[src/rtl/ptw_pkg.sv]
package ptw_pkg;

    // entry flag positions (fixed by the table format)
    localparam int PTE_PRESENT  = 0;
    localparam int PTE_WRITE    = 1;
    localparam int PTE_USER     = 2;
    localparam int PTE_ACCESSED = 5;
    localparam int PTE_DIRTY    = 6;
    localparam int PTE_NOEXEC   = 63;

    // access kinds on req_kind
    localparam logic [1:0] KIND_LOAD  = 2'd0;
    localparam logic [1:0] KIND_STORE = 2'd1;
    localparam logic [1:0] KIND_FETCH = 2'd2;

    typedef enum logic [1:0] {
        FLT_NONE   = 2'd0,
        FLT_ABSENT = 2'd1,
        FLT_PROT   = 2'd2,
        FLT_NOEXEC = 2'd3
    } ptw_fault_e;

    typedef enum logic [1:0] {
        ST_IDLE  = 2'd0,
        ST_READ  = 2'd1,
        ST_EVAL  = 2'd2,
        ST_WRITE = 2'd3
    } ptw_state_e;

endpackage

[src/rtl/ptw_index_sel.sv]
module ptw_index_sel #(
    parameter int LEVELS = 4,
    parameter int IDX_W  = 9,
    parameter int LVL_W  = 2,
    localparam int VPN_W = IDX_W * LEVELS
) (
    input  logic [VPN_W-1:0] vpn,
    input  logic [LVL_W-1:0] level,
    output logic [IDX_W-1:0] idx
);

    logic [IDX_W-1:0] slice [LEVELS];

    // level 0 takes the most significant index field
    for (genvar g = 0; g < LEVELS; g++) begin : g_slice
        assign slice[g] = vpn[IDX_W*(LEVELS-1-g) +: IDX_W];
    end

    assign idx = slice[level];

endmodule

[src/rtl/ptw_pte_eval.sv]
module ptw_pte_eval
    import ptw_pkg::*;
#(
    parameter int PTE_W = 64
) (
    input  logic [PTE_W-1:0] pte,
    input  logic             is_last,
    input  logic [1:0]       kind,
    input  logic             user,
    input  logic             rw_in,
    input  logic             us_in,
    output ptw_fault_e       fault,
    output logic             rw_out,
    output logic             us_out,
    output logic [PTE_W-1:0] pte_new,
    output logic             wb_need
);

    logic is_store;
    logic is_fetch;

    assign is_store = (kind == KIND_STORE);
    assign is_fetch = (kind == KIND_FETCH);
    assign rw_out   = rw_in & pte[PTE_WRITE];
    assign us_out   = us_in & pte[PTE_USER];

    always_comb begin
        if (!pte[PTE_PRESENT]) begin
            fault = FLT_ABSENT;
        end else if (is_fetch && pte[PTE_NOEXEC]) begin
            fault = FLT_NOEXEC;
        end else if (is_last && ((is_store && !rw_out) || (user && !us_out))) begin
            fault = FLT_PROT;
        end else begin
            fault = FLT_NONE;
        end
    end

    always_comb begin
        pte_new = pte;
        pte_new[PTE_ACCESSED] = 1'b1;
        if (is_last && is_store) begin
            pte_new[PTE_DIRTY] = 1'b1;
        end
    end

    assign wb_need = (fault == FLT_NONE) && (pte_new != pte);

endmodule

[src/rtl/ptw_walker.sv]
module ptw_walker
    import ptw_pkg::*;
#(
    parameter int LEVELS = 4,
    parameter int IDX_W  = 9,
    parameter int OFF_W  = 12,
    parameter int PA_W   = 52,
    parameter int PTE_W  = 64,
    localparam int VA_W  = OFF_W + IDX_W * LEVELS,
    localparam int FN_W  = PA_W - OFF_W,
    localparam int LVL_W = (LEVELS > 1) ? $clog2(LEVELS) : 1
) (
    input  logic             clk,
    input  logic             rst_n,
    input  logic             req_valid,
    output logic             req_ready,
    input  logic [VA_W-1:0]  req_vaddr,
    input  logic [1:0]       req_kind,
    input  logic             req_user,
    input  logic [FN_W-1:0]  root_base,
    output logic             mem_req,
    output logic             mem_we,
    output logic [PA_W-1:0]  mem_addr,
    output logic [PTE_W-1:0] mem_wdata,
    input  logic             mem_ack,
    input  logic [PTE_W-1:0] mem_rdata,
    output logic             resp_valid,
    output logic [PA_W-1:0]  resp_paddr,
    output logic [1:0]       resp_fault,
    output logic [LVL_W-1:0] resp_level
);

    localparam int VPN_W  = IDX_W * LEVELS;
    localparam int ESZ_W  = $clog2(PTE_W / 8);
    localparam logic [LVL_W-1:0] LAST_LVL = LVL_W'(LEVELS - 1);

    typedef struct packed {
        ptw_state_e       st;
        logic [LVL_W-1:0] lvl;
        logic [VPN_W-1:0] vpn;
        logic [OFF_W-1:0] off;
        logic [1:0]       kind;
        logic             user;
        logic [FN_W-1:0]  tbl;
        logic [PTE_W-1:0] pte;
        logic             rw;
        logic             us;
        logic             done;
        logic [PA_W-1:0]  paddr;
        ptw_fault_e       fault;
        logic [LVL_W-1:0] flvl;
    } regs_t;

    regs_t q, d;

    logic [IDX_W-1:0] cur_idx;
    ptw_fault_e       ev_fault;
    logic             ev_rw;
    logic             ev_us;
    logic [PTE_W-1:0] ev_pte;
    logic             ev_wb;
    logic             is_last;
    logic [FN_W-1:0]  pte_frame;
    logic             go_next;

    ptw_index_sel #(
        .LEVELS (LEVELS),
        .IDX_W  (IDX_W),
        .LVL_W  (LVL_W)
    ) u_idx (
        .vpn   (q.vpn),
        .level (q.lvl),
        .idx   (cur_idx)
    );

    ptw_pte_eval #(
        .PTE_W (PTE_W)
    ) u_eval (
        .pte     (q.pte),
        .is_last (is_last),
        .kind    (q.kind),
        .user    (q.user),
        .rw_in   (q.rw),
        .us_in   (q.us),
        .fault   (ev_fault),
        .rw_out  (ev_rw),
        .us_out  (ev_us),
        .pte_new (ev_pte),
        .wb_need (ev_wb)
    );

    assign is_last   = (q.lvl == LAST_LVL);
    assign pte_frame = q.pte[OFF_W +: FN_W];
    assign go_next   = ((q.st == ST_EVAL) && (ev_fault == FLT_NONE) && !ev_wb)
                    || ((q.st == ST_WRITE) && mem_ack);

    always_comb begin
        d      = q;
        d.done = 1'b0;
        case (q.st)
            ST_IDLE: begin
                if (req_valid) begin
                    d.st   = ST_READ;
                    d.lvl  = '0;
                    d.vpn  = req_vaddr[VA_W-1:OFF_W];
                    d.off  = req_vaddr[OFF_W-1:0];
                    d.kind = req_kind;
                    d.user = req_user;
                    d.tbl  = root_base;
                    d.rw   = 1'b1;
                    d.us   = 1'b1;
                end
            end
            ST_READ: begin
                if (mem_ack) begin
                    d.pte = mem_rdata;
                    d.st  = ST_EVAL;
                end
            end
            ST_EVAL: begin
                if (ev_fault != FLT_NONE) begin
                    d.st    = ST_IDLE;
                    d.done  = 1'b1;
                    d.paddr = '0;
                    d.fault = ev_fault;
                    d.flvl  = q.lvl;
                end else begin
                    d.rw = ev_rw;
                    d.us = ev_us;
                    if (ev_wb) begin
                        d.pte = ev_pte;
                        d.st  = ST_WRITE;
                    end
                end
            end
            default: ;
        endcase

        if (go_next) begin
            if (is_last) begin
                d.st    = ST_IDLE;
                d.done  = 1'b1;
                d.paddr = {pte_frame, q.off};
                d.fault = FLT_NONE;
                d.flvl  = q.lvl;
            end else begin
                d.st  = ST_READ;
                d.lvl = q.lvl + 1'b1;
                d.tbl = pte_frame;
            end
        end
    end

    always_ff @(posedge clk) begin
        if (!rst_n) begin
            q <= '0;
        end else begin
            q <= d;
        end
    end

    assign req_ready  = (q.st == ST_IDLE);
    assign mem_req    = (q.st == ST_READ) || (q.st == ST_WRITE);
    assign mem_we     = (q.st == ST_WRITE);
    assign mem_addr   = {q.tbl, cur_idx, {ESZ_W{1'b0}}};
    assign mem_wdata  = q.pte;
    assign resp_valid = q.done;
    assign resp_paddr = q.paddr;
    assign resp_fault = q.fault;
    assign resp_level = q.flvl;

endmodule

[config.mk]
export PLATFORM = sky130hd
export DESIGN_NAME = ptw_walker
export DESIGN_NICKNAME = d
export VERILOG_FILES = /design/src/rtl/ptw_pkg.sv /design/src/rtl/ptw_index_sel.sv /design/src/rtl/ptw_pte_eval.sv /design/src/rtl/ptw_walker.sv
export SDC_FILE = /design/constraint.sdc
export NUM_CORES = 1
export LEC_CHECK = 0
export BUFFER_PORTS_ARGS = -buffer_cell sky130_fd_sc_hd__buf_2
export CAP_MARGIN = 0
export CORE_MARGIN = 3
export CORE_UTILIZATION = 50
export DETAILED_ROUTE_END_ITERATION = 10
export PLACE_DENSITY = 0.8
export SLEW_MARGIN = 20
export SYNTH_ARGS = -nofsm -noshare
export SYNTH_HDL_FRONTEND = slang
export SYNTH_SLANG_ARGS = --single-unit
export TNS_END_PERCENT = 20
[constraint.sdc]
create_clock -name clk -period 2.2 [get_ports clk]
set_input_delay 0.44 -clock clk [delete_from_list [all_inputs] [get_ports clk]]
set_output_delay 0.44 -clock clk [all_outputs]
set_load 0.1 [all_outputs]
# After elaboration in Yosys (flattened, before gate mapping)
# Index checks and enable logic that the tools add are counted.
# Widths: inputs -> output; s select.
[word_totals] reg_bits=218 out_inout_bits=176 wordCells=89
[classes] addsub=1 n_lt_le_gt_ge=1 eq_ne=14 muxes=28 bitwise=4 reduce_logical=26
[ops] operator="$mux 57" count=4
[ops] operator="$pmux 64 s2" count=1
[ops] operator="$mux 95" count=1
[ops] operator="$mux 93" count=1
[ops] operator="$mux 40" count=2
[ops] operator="$mux 64" count=1
[ops] operator="$mux 9" count=3
[ops] operator="$bmux 9 s2" count=1
[ops] operator="$mux 2" count=8
[ops] operator="$logic_and 1x1->1" count=9
[ops] operator="$eq 2x2->1 const B" count=4
[ops] operator="$ne 2x2->1 const B" count=4
[ops] operator="$reduce_and 4->1" count=2
[ops] operator="$mux 7" count=1
[ops] operator="$pmux 2 s3" count=1
[ops] operator="$reduce_and 3->1" count=2
[ops] operator="$reduce_bool 2->1" count=3
[ops] operator="$eq 2x1->1 const B" count=2
[ops] operator="$logic_not 2->1" count=2
[ops] operator="$mux 4" count=1
[ops] operator="$ne 4x3->1 const B" count=1
[ops] operator="$pmux 2 s2" count=1
[ops] operator="$reduce_bool 4->1" count=1
[ops] operator="$ge 3x3->1 const B" count=1
[ops] operator="other kinds (11)" count=17

# Longest topological paths before layout
# Gate-level depths: netlist of run 1.
[logic_depth] ltp_word=15 depth_mapped=8

# Modules after synthesis
# Synthesis of run 1 repeated with hierarchy kept, for this count alone.
[hier_totals] cells_unflattened=1286 area_unflattened_um2=10715.3
[by_module_without_submodules] module="ptw_walker" n_inst=1 cells_per_inst=1200 area_each_um2=9923.3
[by_module_without_submodules] module="ptw_pte_eval" n_inst=1 cells_per_inst=75 area_each_um2=573.0
[by_module_without_submodules] module="ptw_index_sel" n_inst=1 cells_per_inst=11 area_each_um2=219.0

# Worst setup path after synthesis of run 1
# OpenSTA, ideal clock, no wires.
[synth_timing] path_kind="reg-to-reg" from="reg q[216] in the netlist's numbering" to="reg q (netlist bit mem_addr[12])" arrival_ns=2.316 t_required_ns=2.109 setup_slack_ns=-0.207 path_stages_with_launch=8 period_less_slack_ns=2.407 cell_sequence="dfxtp_1 inv_1 ha_1 and2_1 clkbuf_1 clkbuf_1 nand2_1 a311oi_1"
[synth_via] elab_cells_between_ends=10 cone_classes="eq/ne: 2; mux: 3; reduce/logical: 5"
[synth_rtl] item="from (decl)" line_no="ptw_walker.sv:54" text="regs_t q, d;"
[synth_rtl] item="from (signal assigned)" line_no="ptw_walker.sv:156" text="q <= '0;"
[synth_rtl] item="from (signal assigned)" line_no="ptw_walker.sv:158" text="q <= d;"
[synth_rtl] item="$logic_not 2->1 *"
[synth_rtl] item="named net req_ready" line_no="ptw_walker.sv:16" text="output logic req_ready,"
[synth_rtl] item="$mux 93 *" line_no="ptw_walker.sv:100" text="case (q.st)"
[synth_rtl] item="$mux 40" line_no="ptw_walker.sv:140" text="if (is_last) begin"
[synth_rtl] item="$mux 40 *" line_no="ptw_walker.sv:139" text="if (go_next) begin"
# The timed path passes the listed nets; every way through them passes the cells marked *.
# A chain may end at the register's enable or synchronous reset.

# Worst setup path after layout of run 1
[layout_timing] from="reg q[214] in the netlist's numbering" to="out mem_addr[6]"
[layout_via] elab_chain_cells=4
[layout_lines] item="$not 2->3 (not written as such)" line_no="ptw_index_sel.sv:19" text="assign idx = slice[level];"
[layout_lines] item="$bmux 9 s2" line_no="ptw_index_sel.sv:19"
[layout_lines] item="$mux 9 (not written as such) (2 in a row)" line_no="ptw_index_sel.sv:19"
[layout_lines] item="to (decl)" line_no="ptw_walker.sv:23" text="output logic [PA_W-1:0] mem_addr,"
# Every way passes these cells. The select of a mux whose other input is x is not followed.

==> metrics.md, run 1 <==
| Metric | Value |
|---|---|
| Number of max-cap violations | `0` |
| Ports | `335` |
| Largest fanout on the critical path | `6` |
| Hold Path End | `q[169]` |
| Post-Route Utilization | `approximately three fifths` |
| Synth area leaders | `dfxtp_1 47%, buf_4 13%, nand2_1 13%, a21oi_1 6.5%, a22o_1 4.9%` |
| I/O Buffers | `between 300 and 400` |
| Clk root buf | `clkbuf_16` |
| FP Rows | `between 40 and 50` |
| Data required, critical path | `about 1800 ps` |
| Initial Util | `roughly 51%` |
| Hpwl dp | `between 15000 and 20000 um` |
| Hold Path Class | `input pin to flip-flop` |
| Post-synth ARST share | `0%` |
| Unrepaired setup endpoints after global routing | `true` |
| Reg clk slew, reported paths | `about 60 ps` |
| Number of synthesized flops with an enable pin | `0` |
| CTS tree | `yes` |
| CTS buffer count | `23` |
| Failing checks | `negative setup slack` |
| Core Footprint | `approximately 18000 sq um` |
| Dpl cell area | `10090 sq um` |
| Maximum VDD drop | `730.9 uV` |
| Crit path DAT | `~1800 ps` |
| Distinct cells, synth | `43` |
| Hold Vio Cnt, Final | `0` |
| Synth Flop Type | `dfxtp_1` |
| Min-delay src | `req_vaddr[3]` |
| Final Max Tran Viols | `0` |
| #FFs+latches synth | `about 220` |
| DR pass1 iterations | `5` |
| Vias in the first global route | `roughly 7700` |
| Die Ht | `approximately 140 um` |
| Largest net degree at the start of global routing | `between 150 and 200` |
| Yosys warns | `0` |
| ANT nets after route | `0` |
| Die Wd | `between 100 and 150 um` |
| Setup CP Type | `flip-flop to output port` |
| Max-slew headroom | `49.92%` |
| End of the worst register-to-register path | `resp_paddr[27]` |
| Most common library cells after synthesis | `321 x nand2_1, 218 x dfxtp_1, 165 x buf_4, 121 x a21oi_1, 56 x clkbuf_1` |
| Design area | `11160 sq um` |
| All-Layer GR Usage | `between 20% and 30%` |
| Startpoint types | `flip-flop` |
| Sequential fraction of the synthesis area | `a little under half` |
| Antenna diodes | `0` |
| Top-count cell post-synth | `nand2_1` |
| H-tree depth | `1` |
| Remaining DRCs | `0` |
| GP Congestion | `0.8959` |
| Pwr/cell area | `between 900 and 1000 nW/um^2` |
| Worst slew pin tran | `about 750 ps` |
| Share of cells above drive strength 1 | `approximately a third` |
| Static Leak | `between 5 and 6 nW` |
| Reg2Reg Depth | `7` |
| # clock sinks | `218` |
| Post-synthesis cell count | `1104` |
| Die Area | `just over 20000 sq um` |
| R2R Path Start | `q[214]` |
| Max clock buf depth | `3` |
| Reg2reg setup slack | `approximately 100 ps` |
| WL per Instance | `~17 um` |
| # setup viols final | `1` |
| Pwr Total | `0.01074 W` |
| Status | `finished with violations` |
| Vias post-DR | `about 8000` |
| Yosys top cell area share | `between 40% and 50%` |
| Synth area leader | `dfxtp_1` |
| Initial DRC count | `480` |
| Post-Syn Area per Cell | `around 8.5 sq um` |
| Fin crit period | `2204 ps` |
| Fmax | `roughly 0.45 GHz` |
| Via density per instance | `~5.4` |
| Final WL | `between 20000 and 30000 um` |
| Area grow syn2layout | `19.12%` |
| Crit share post-route | `100.2%` |
| First-pass GRT wire length | `a little under 40000 um` |
| Worst-skew pair later-pin latency | `about 500 ps` |
| Cells on Worst Hold Path | `3` |
| Antenna violations before repair | `1` |
| Setup ws final | `-3.534 ps` |
| Post-Syn Area | `approximately 9400 sq um` |
| Skew final | `approximately 13 ps` |
| Final layout net count | `approximately 1400` |
| Crit. End Element | `output port` |
| Grt ovf | `0` |
==> per-stage QoR <==
stage | cells | worst slack [ps] | TNS [ps] | hold slack, ps
after CTS | 1497 | -36.68 | -155.2 | 145.2
final | 1499 | -3.534 | -3.534 | 166.9
after floorplan | 1106 | 98.14 | 0 | 433.1
after detailed placement | 1450 | 34.20 | 0 | 444.3
after global placement | 1450 | 110.4 | 0 | 438.8
after global routing | 1499 | -50.56 | -312.0 | 156.8
==> state kept, by name, summed over array words and instances (netlist names) <==
register,flops
mem_wdata,64
q,57
resp_paddr,52
mem_addr,40
resp_fault,2
resp_level,2
resp_valid,1
==> area by class of cell <==
class | count | area, sq um
Clock buffer | 27 | 620.6
Clock inverter | 15 | 261.5
Fill cell | 1578 | 7047
Inverter | 5 | 21.27
Multi-Input combinational cell | 647 | 3478
Sequential cell | 218 | 4369
Tap cell | 229 | 286.5
Timing Repair Buffer | 358 | 2125
==> worst max-delay path by stage <==
stage,startpoint,end,slack [ps],depth (start not counted)
finish,q[214],mem_addr[6],-4,3
global route,q[214],mem_addr[6],-50,3
CTS,q[214],mem_addr[6],-40,3
global placement,q[214],resp_paddr[17],110,7
detailed placement,q[214],resp_paddr[7],30,7
floorplan,q[214],mem_addr[10],100,2
==> report_power, final <==
| part | switching (W) | leakage (nW) | internal, W |
|---|---|---|---|
| sequential | 0.000129 | 1.78 | 0.00414 |
| combinational | 0.00155 | 2.89 | 0.000461 |
| clock | 0.00161 | 0.437 | 0.00285 |
| total | 0.00329 | 5.11 | 0.00745 |
==> per-layer routing <==
| layer | track usage, % | share of wire, % | up-vias |
|---|---|---|---|
| li1 | - | - | 3848 |
| met1 | 28.91 | 40 | 3753 |
| met2 | 39.76 | 49 | 363 |
| met3 | 4.655 | 7.4 | 77 |
| met4 | 10.11 | 4.1 | 2 |
| met5 | 0 | 0.052 | - |
==> logic make-up after synthesis <==
group	synth area share, %
other	0.04002
adders and majority gates	0.6676
buffers and inverters	17.01
muxes	2.497
DFF	46.58
AOI/OAI and AO/OA	16.64
and+or+nand+nor	16.57
==> worst max-delay path: stages (launching register included) <==
cell and delay [ps]:
dfxtp_4 390, buf_8 150, mux4_2 520, buf_6 200
==> cell usage in the layout (no fill, tap or decap), drive strengths merged, types with 2 or more instances in the layout <==
master / count
a22o: 52
and3: 4
and2: 4
nand3b: 3
clkinv: 7
bufinv: 7
nor2: 49
dfxtp: 218
a21oi: 121
or2: 2
o21ai: 3
buf: 358
o21a: 2
nor2b: 2
mux4: 9
nand3: 3
o22ai: 3
a311oi: 40
nor3: 2
ha: 5
conb: 3
nand2: 321
clkbuf: 27
nand2b: 2
inv: 6
o31ai: 2
mux2i: 2
==> timing repair <==
| action | in CTS | in global routing |
|---|---|---|
| endpoints found under the setup margin | 10 | 49 |
| gates cloned | 2 | 0 |
| pin swaps | 2 | 1 |
| setup buffers | 3 | 2 |
| gates resized for setup | 27 | 4 |
| hold buffers | 0 | 0 |
(Power assumes the default switching activity.)
==> run 2: changes to the inputs <==
RECOVER_POWER = 100   (was unset)
==> metrics.md, run 2 (same netlist as run 1, synthesis figures left out) <==
| Metric | Value |
|---|---|
| Max clock buf depth | `3` |
| Max-slew headroom | `about half` |
| Final layout net count | `between 1000 and 1500` |
| Unrepaired setup endpoints after global routing | `true` |
| Grt ovf | `0` |
| # setup viols final | `1` |
| First-pass GRT wire length | `39050 um` |
| Fin crit period | `~2200 ps` |
| GR Util met3 | `under 10%` |
| H-tree depth | `1` |
| Met2 Use GR | `39.76%` |
| Pwr Total | `approximately 0.011 W` |
| Largest net degree at the start of global routing | `approximately 160` |
| Reg clk slew, reported paths | `60 ps` |
| Via density per instance | `5.364` |
| Antenna violations before repair | `1` |
| Crit share post-route | `100.1%` |
| Final Max Tran Viols | `0` |
| Reg2Reg Depth | `7` |
| Area grow syn2layout | `19.11%` |
| Static Leak | `about 5.1 nW` |
| WL per Instance | `16.74 um` |
| All-Layer GR Usage | `23.40%` |
| # clock sinks | `approximately 220` |
| Startpoint types | `flip-flop` |
| Setup CP Type | `flip-flop to output port` |
| I/O Buffers | `between 300 and 400` |
| DR pass1 iterations | `5` |
| Hold Path End | `q[169]` |
| Placed cells | `1450` |
| Cells on Worst Hold Path | `3` |
| Reg2reg setup slack | `100 ps` |
| Met1 usage | `between 20% and 30%` |
| Pwr/cell area | `~960 nW/um^2` |
| ANT nets after route | `0` |
| Most common cell after layout, fill and taps aside | `buf_2` |
| Die Ht | `approximately 140 um` |
| Setup ws final | `-3.145 ps` |
| Vias post-DR | `~8000` |
| Min-delay src | `req_vaddr[3]` |
| Maximum VDD drop | `731.5 uV` |
| Hpwl dp | `roughly 17000 um` |
| Largest fanout on the critical path | `6` |
| Ports | `335` |
| Gr busiest metal | `met2` |
| Number of max-cap violations | `0` |
| Initial Util | `about half` |
| Clk root buf | `clkbuf_16` |
| Core Footprint | `roughly 18000 sq um` |
| Largest register FFs | `64` |
| Vias in the first global route | `about 7700` |
| End of the worst register-to-register path | `resp_paddr[27]` |
| Worst-skew pair later-pin latency | `about 510 ps` |
| Share of cells above drive strength 1 | `around a third` |
| Final setup TNS | `-3.145 ps` |
| Hold Path Class | `input pin to flip-flop` |
| CTS tree | `yes` |
| CTS buffer count | `23` |
| Remaining DRCs | `0` |
| Hold Vio Cnt, Final | `0` |
| FP Rows | `49` |
| Most frequent cells in the layout | `321 x buf_2, 320 x nand2_1, 216 x dfxtp_1` |
| # fillers | `about 1600` |
| GP Congestion | `roughly 0.9` |
| Status | `finished with violations` |
| Worst slew pin tran | `~750 ps` |
| Data required, critical path | `1760 ps` |
| Failing checks | `negative setup slack` |
| Initial DRC count | `480` |
| R2R Path Start | `q[214]` |
| Antenna diodes | `0` |
| Crit. End Element | `output port` |
| Fin cells | `~1500` |
| Die Wd | `~140 um` |
| Fmax | `0.4539 GHz` |
| Skew final | `12.66 ps` |
| Die Area | `20420 sq um` |
| Final WL | `25100 um` |
| Crit path DAT | `1760 ps` |
[run 2: cell types whose count changed in the layout (fill, tap and decap cells not counted)]
cell / before / now
and2_4: 1 / 0
and2_2: 0 / 1
[run 2: report_power, final]
part / switching, W / internal [W] / total [W]
logic: 0.00154 / 0.000460 / 0.00200
clock network: 0.00161 / 0.00285 / 0.00446
registers: 0.000129 / 0.00414 / 0.00427
[run 2: final cells by class]
| class | instances | area [sq um] | share of cell area [%] |
|---|---|---|---|
| Sequential cell | 218 | 4369 | 39.15 |
| Multi-Input combinational cell | 647 | 3477 | 31.15 |
| Timing Repair Buffer | 358 | 2125 | 19.04 |
| Clock buffer | 27 | 620.6 | 5.561 |
| Tap cell | 229 | 286.5 | 2.567 |
| Clock inverter | 15 | 261.5 | 2.343 |
| Inverter | 5 | 21.27 | 0.1906 |
[run 2: through the flow]
| step | cell area [sq um] | setup slack (ps) | util [%] | hold slack, ps |
|---|---|---|---|---|
| 2_1_floorplan | 9383 | 98.14 | - | 433.1 |
| 4_1_cts | 11120 | -36.68 | 61.07 | 145.2 |
| 3_3_place_gp | 10090 | 110.4 | 55.42 | 438.8 |
| 3_5_place_dp | 10090 | 34.20 | 55.42 | 444.3 |
| 5_1_grt | 11160 | -50.56 | 61.29 | 156.8 |
| 6_report | 11160 | -3.145 | 61.29 | 166.9 |
[run 2: repair_timing]
action,CTS,global route
gates cloned,2,0
pin swaps,2,1
hold endpoints to repair,0,0
buffers inserted,3,2
gates resized for setup,27,4
endpoints found under the setup margin,10,49
hold buffers,0,0
[run 2: worst max path at each step]
| stage | startpoint | endpoint | slack [ps] | depth (start not counted) |
|---|---|---|---|---|
| floorplan | q[214] | mem_addr[10] | 100 | 2 |
| global placement | q[214] | resp_paddr[17] | 110 | 7 |
| detailed placement | q[214] | resp_paddr[7] | 30 | 7 |
| CTS | q[214] | mem_addr[6] | -40 | 3 |
| global route | q[214] | mem_addr[6] | -50 | 3 |
| finish | q[214] | mem_addr[6] | -3 | 3 |
[run 2: metal layers]
layer	vias up	share of wire (%)
li1	3848	-
met1	3751	40
met2	363	49
met3	77	7.4
met4	2	4.1
met5	-	0.052
[run 2: worst max-delay path: stages (launching register included)]
cell and delay, ps:
dfxtp_4 390, buf_8 150, mux4_2 520, buf_6 200
==> run 3: changes to the inputs <==
CORE_UTILIZATION = 45   (was 50)
PLACE_DENSITY = 0.73   (was 0.8)
==> metrics.md, run 3 (same netlist as run 1, synthesis figures left out) <==
| Metric | Value |
|---|---|
| Die Area | `between 20000 and 25000 sq um` |
| Fin cells | `about 1500` |
| Clk root buf | `clkbuf_16` |
| R2R Path Start | `q[214]` |
| CTS buffer count | `24` |
| Hold Path End | `q[176]` |
| Fmax | `about 0.46 GHz` |
| Largest fanout on the critical path | `6` |
| Switching Share | `between 30% and 40%` |
| # setup viols final | `0` |
| Clock power frac | `roughly 39%` |
| # clock sinks | `between 200 and 250` |
| H-tree depth | `1` |
| Hpwl dp | `roughly 18000 um` |
| Reg2reg setup slack | `roughly 70 ps` |
| Final setup TNS | `0 ps` |
| Fin crit period | `about 2200 ps` |
| Unrepaired setup endpoints after global routing | `true` |
| Final layout net count | `roughly 1400` |
| Maximum VDD drop | `approximately 710 uV` |
| Worst slew pin tran | `approximately 800 ps` |
| P_int | `about 0.007 W` |
| CTS tree | `yes` |
| Pwr/cell area | `slightly above 900 nW/um^2` |
| End of the worst register-to-register path | `resp_paddr[38]` |
| Hold Path Class | `input pin to flip-flop` |
| Share of cells above drive strength 1 | `between 30% and 40%` |
| Reg clk slew, reported paths | `~60 ps` |
| Crit. End Element | `output port` |
| Setup ws final | `17.67 ps` |
| Skew final | `between 15 and 20 ps` |
| FP Rows | `52` |
| Hold_buf cts | `0` |
| Antenna violations before repair | `1` |
| Crit path DAT | `1740 ps` |
| Worst-skew pair later-pin latency | `roughly 500 ps` |
| Net switching power | `~0.0032 W` |
| Final WL | `approximately 26000 um` |
| Max-slew headroom | `47.87%` |
| Die Ht | `150.3 um` |
| ANT nets after route | `0` |
| Vias in the first global route | `approximately 7500` |
| Initial DRC count | `486` |
| Ports | `about 340` |
| Most frequent cells in the layout | `320 x nand2_1, 216 x dfxtp_1, 162 x clkbuf_2` |
| WL per Instance | `between 15 and 20 um` |
| Max clock buf depth | `3` |
| Area grow syn2layout | `18.45%` |
| Initial Util | `between 40 and 50%` |
| Number of max-cap violations | `0` |
| Crit share post-route | `between 90% and 100%` |
| Most common cell after layout, fill and taps aside | `nand2_1` |
| Core Footprint | `about 20000 sq um` |
| First-pass GRT wire length | `slightly below 40000 um` |
| Remaining DRCs | `0` |
| Static Leak | `about 4.9 nW` |
| Post-Route Utilization | `54.50%` |
| Startpoint types | `flip-flop` |
| Logic pwr share | `around 19%` |
| Largest register FFs | `64` |
| Pre-CTS setup slack | `between 80 and 90 ps` |
| All-Layer GR Usage | `21.12%` |
| Die Wd | `between 150 and 200 um` |
| Sequential power share | `about two fifths` |
| Hold Vio Cnt, Final | `0` |
| Vias post-DR | `7900` |
| Cells on Worst Hold Path | `3` |
| Hold slack | `165.7 ps` |
| Reg2Reg Depth | `7` |
| Data required, critical path | `approximately 1800 ps` |
| DR pass1 iterations | `5` |
| GP Congestion | `0.8406` |
| Placed cells | `between 1000 and 1500` |
| Setup CP Type | `flip-flop to output port` |
| Via density per instance | `approximately 5.1` |
| Status | `completed` |
| Min-delay src | `req_vaddr[10]` |
| Largest net degree at the start of global routing | `about 160` |
| Final Max Tran Viols | `0` |
| Grt ovf | `0` |
| I/O Buffers | `between 300 and 400` |
[run 3: changes by cell type in the layout (fill, tap and decap cells not counted), moves of 4 or more]
cell,previous run,this run
buf_2,321,161
clkbuf_1,1,5
clkbuf_2,0,162
clkbuf_16,23,27
bufinv_16,7,2
[run 3: stage by stage]
| stage | power (W) | instance area, sq um |
|---|---|---|
| after global placement | 0.006320 | 10150 |
| after floorplan | 0.005998 | 9383 |
| final | 0.01025 | 11100 |
| after CTS | 0.01037 | 11030 |
| after global routing | 0.01066 | 11100 |
| after detailed placement | 0.006339 | 10150 |
[run 3: what timing repair did]
item / 4_1_cts / 5_1_grt
resized for setup: 22 / 7
setup buffers: 2 / 0
setup endpoints to repair: 10 / 61
cloned: 0 / 2
[run 3: power groups by stage]
stage          clock network [W]  logic (W)  registers [W]
3_3_place_gp                   0    0.00197        0.00435
6_report                 0.00399    0.00198        0.00428
3_5_place_dp                   0    0.00198        0.00436
5_1_grt                  0.00425    0.00210        0.00430
4_1_cts                  0.00409    0.00200        0.00428
2_1_floorplan                  0    0.00168        0.00432
[run 3: critical path, stage by stage, from the launching register on]
cell and delay, ps:
dfxtp_4 380, clkbuf_16 160, mux4_2 500, buf_6 200
[run 3: worst max path at each step]
stage                     startpoint              to  cells past startpoint
after floorplan               q[214]    mem_addr[10]                      2
after global placement        q[214]  resp_paddr[35]                      7
after detailed placement      q[214]  resp_paddr[38]                      7
after CTS                     q[214]     mem_addr[9]                      3
after global routing          q[214]     mem_addr[4]                      3
final                         q[214]     mem_addr[6]                      3
[run 3: final cells by class]
class,instances,area [sq um]
Fill cell,1866,9265
Sequential cell,218,4369
Multi-Input combinational cell,646,3468
Timing Repair Buffer,359,2111
Clock buffer,34,709.4
Tap cell,270,337.8
Clock inverter,6,80.08
Inverter,5,21.27
Antenna cell,1,2.502
[run 3: layer usage]
layer	wire length [um]	GRT usage (%)	share of wire, %	up-vias
met3	1775	3.974	6.9	47
met1	10740	27.23	42	3685
met2	12550	35.88	49	318
li1	-	-	-	3850
met5	0	0	0	-
met4	707	6.542	2.7	0
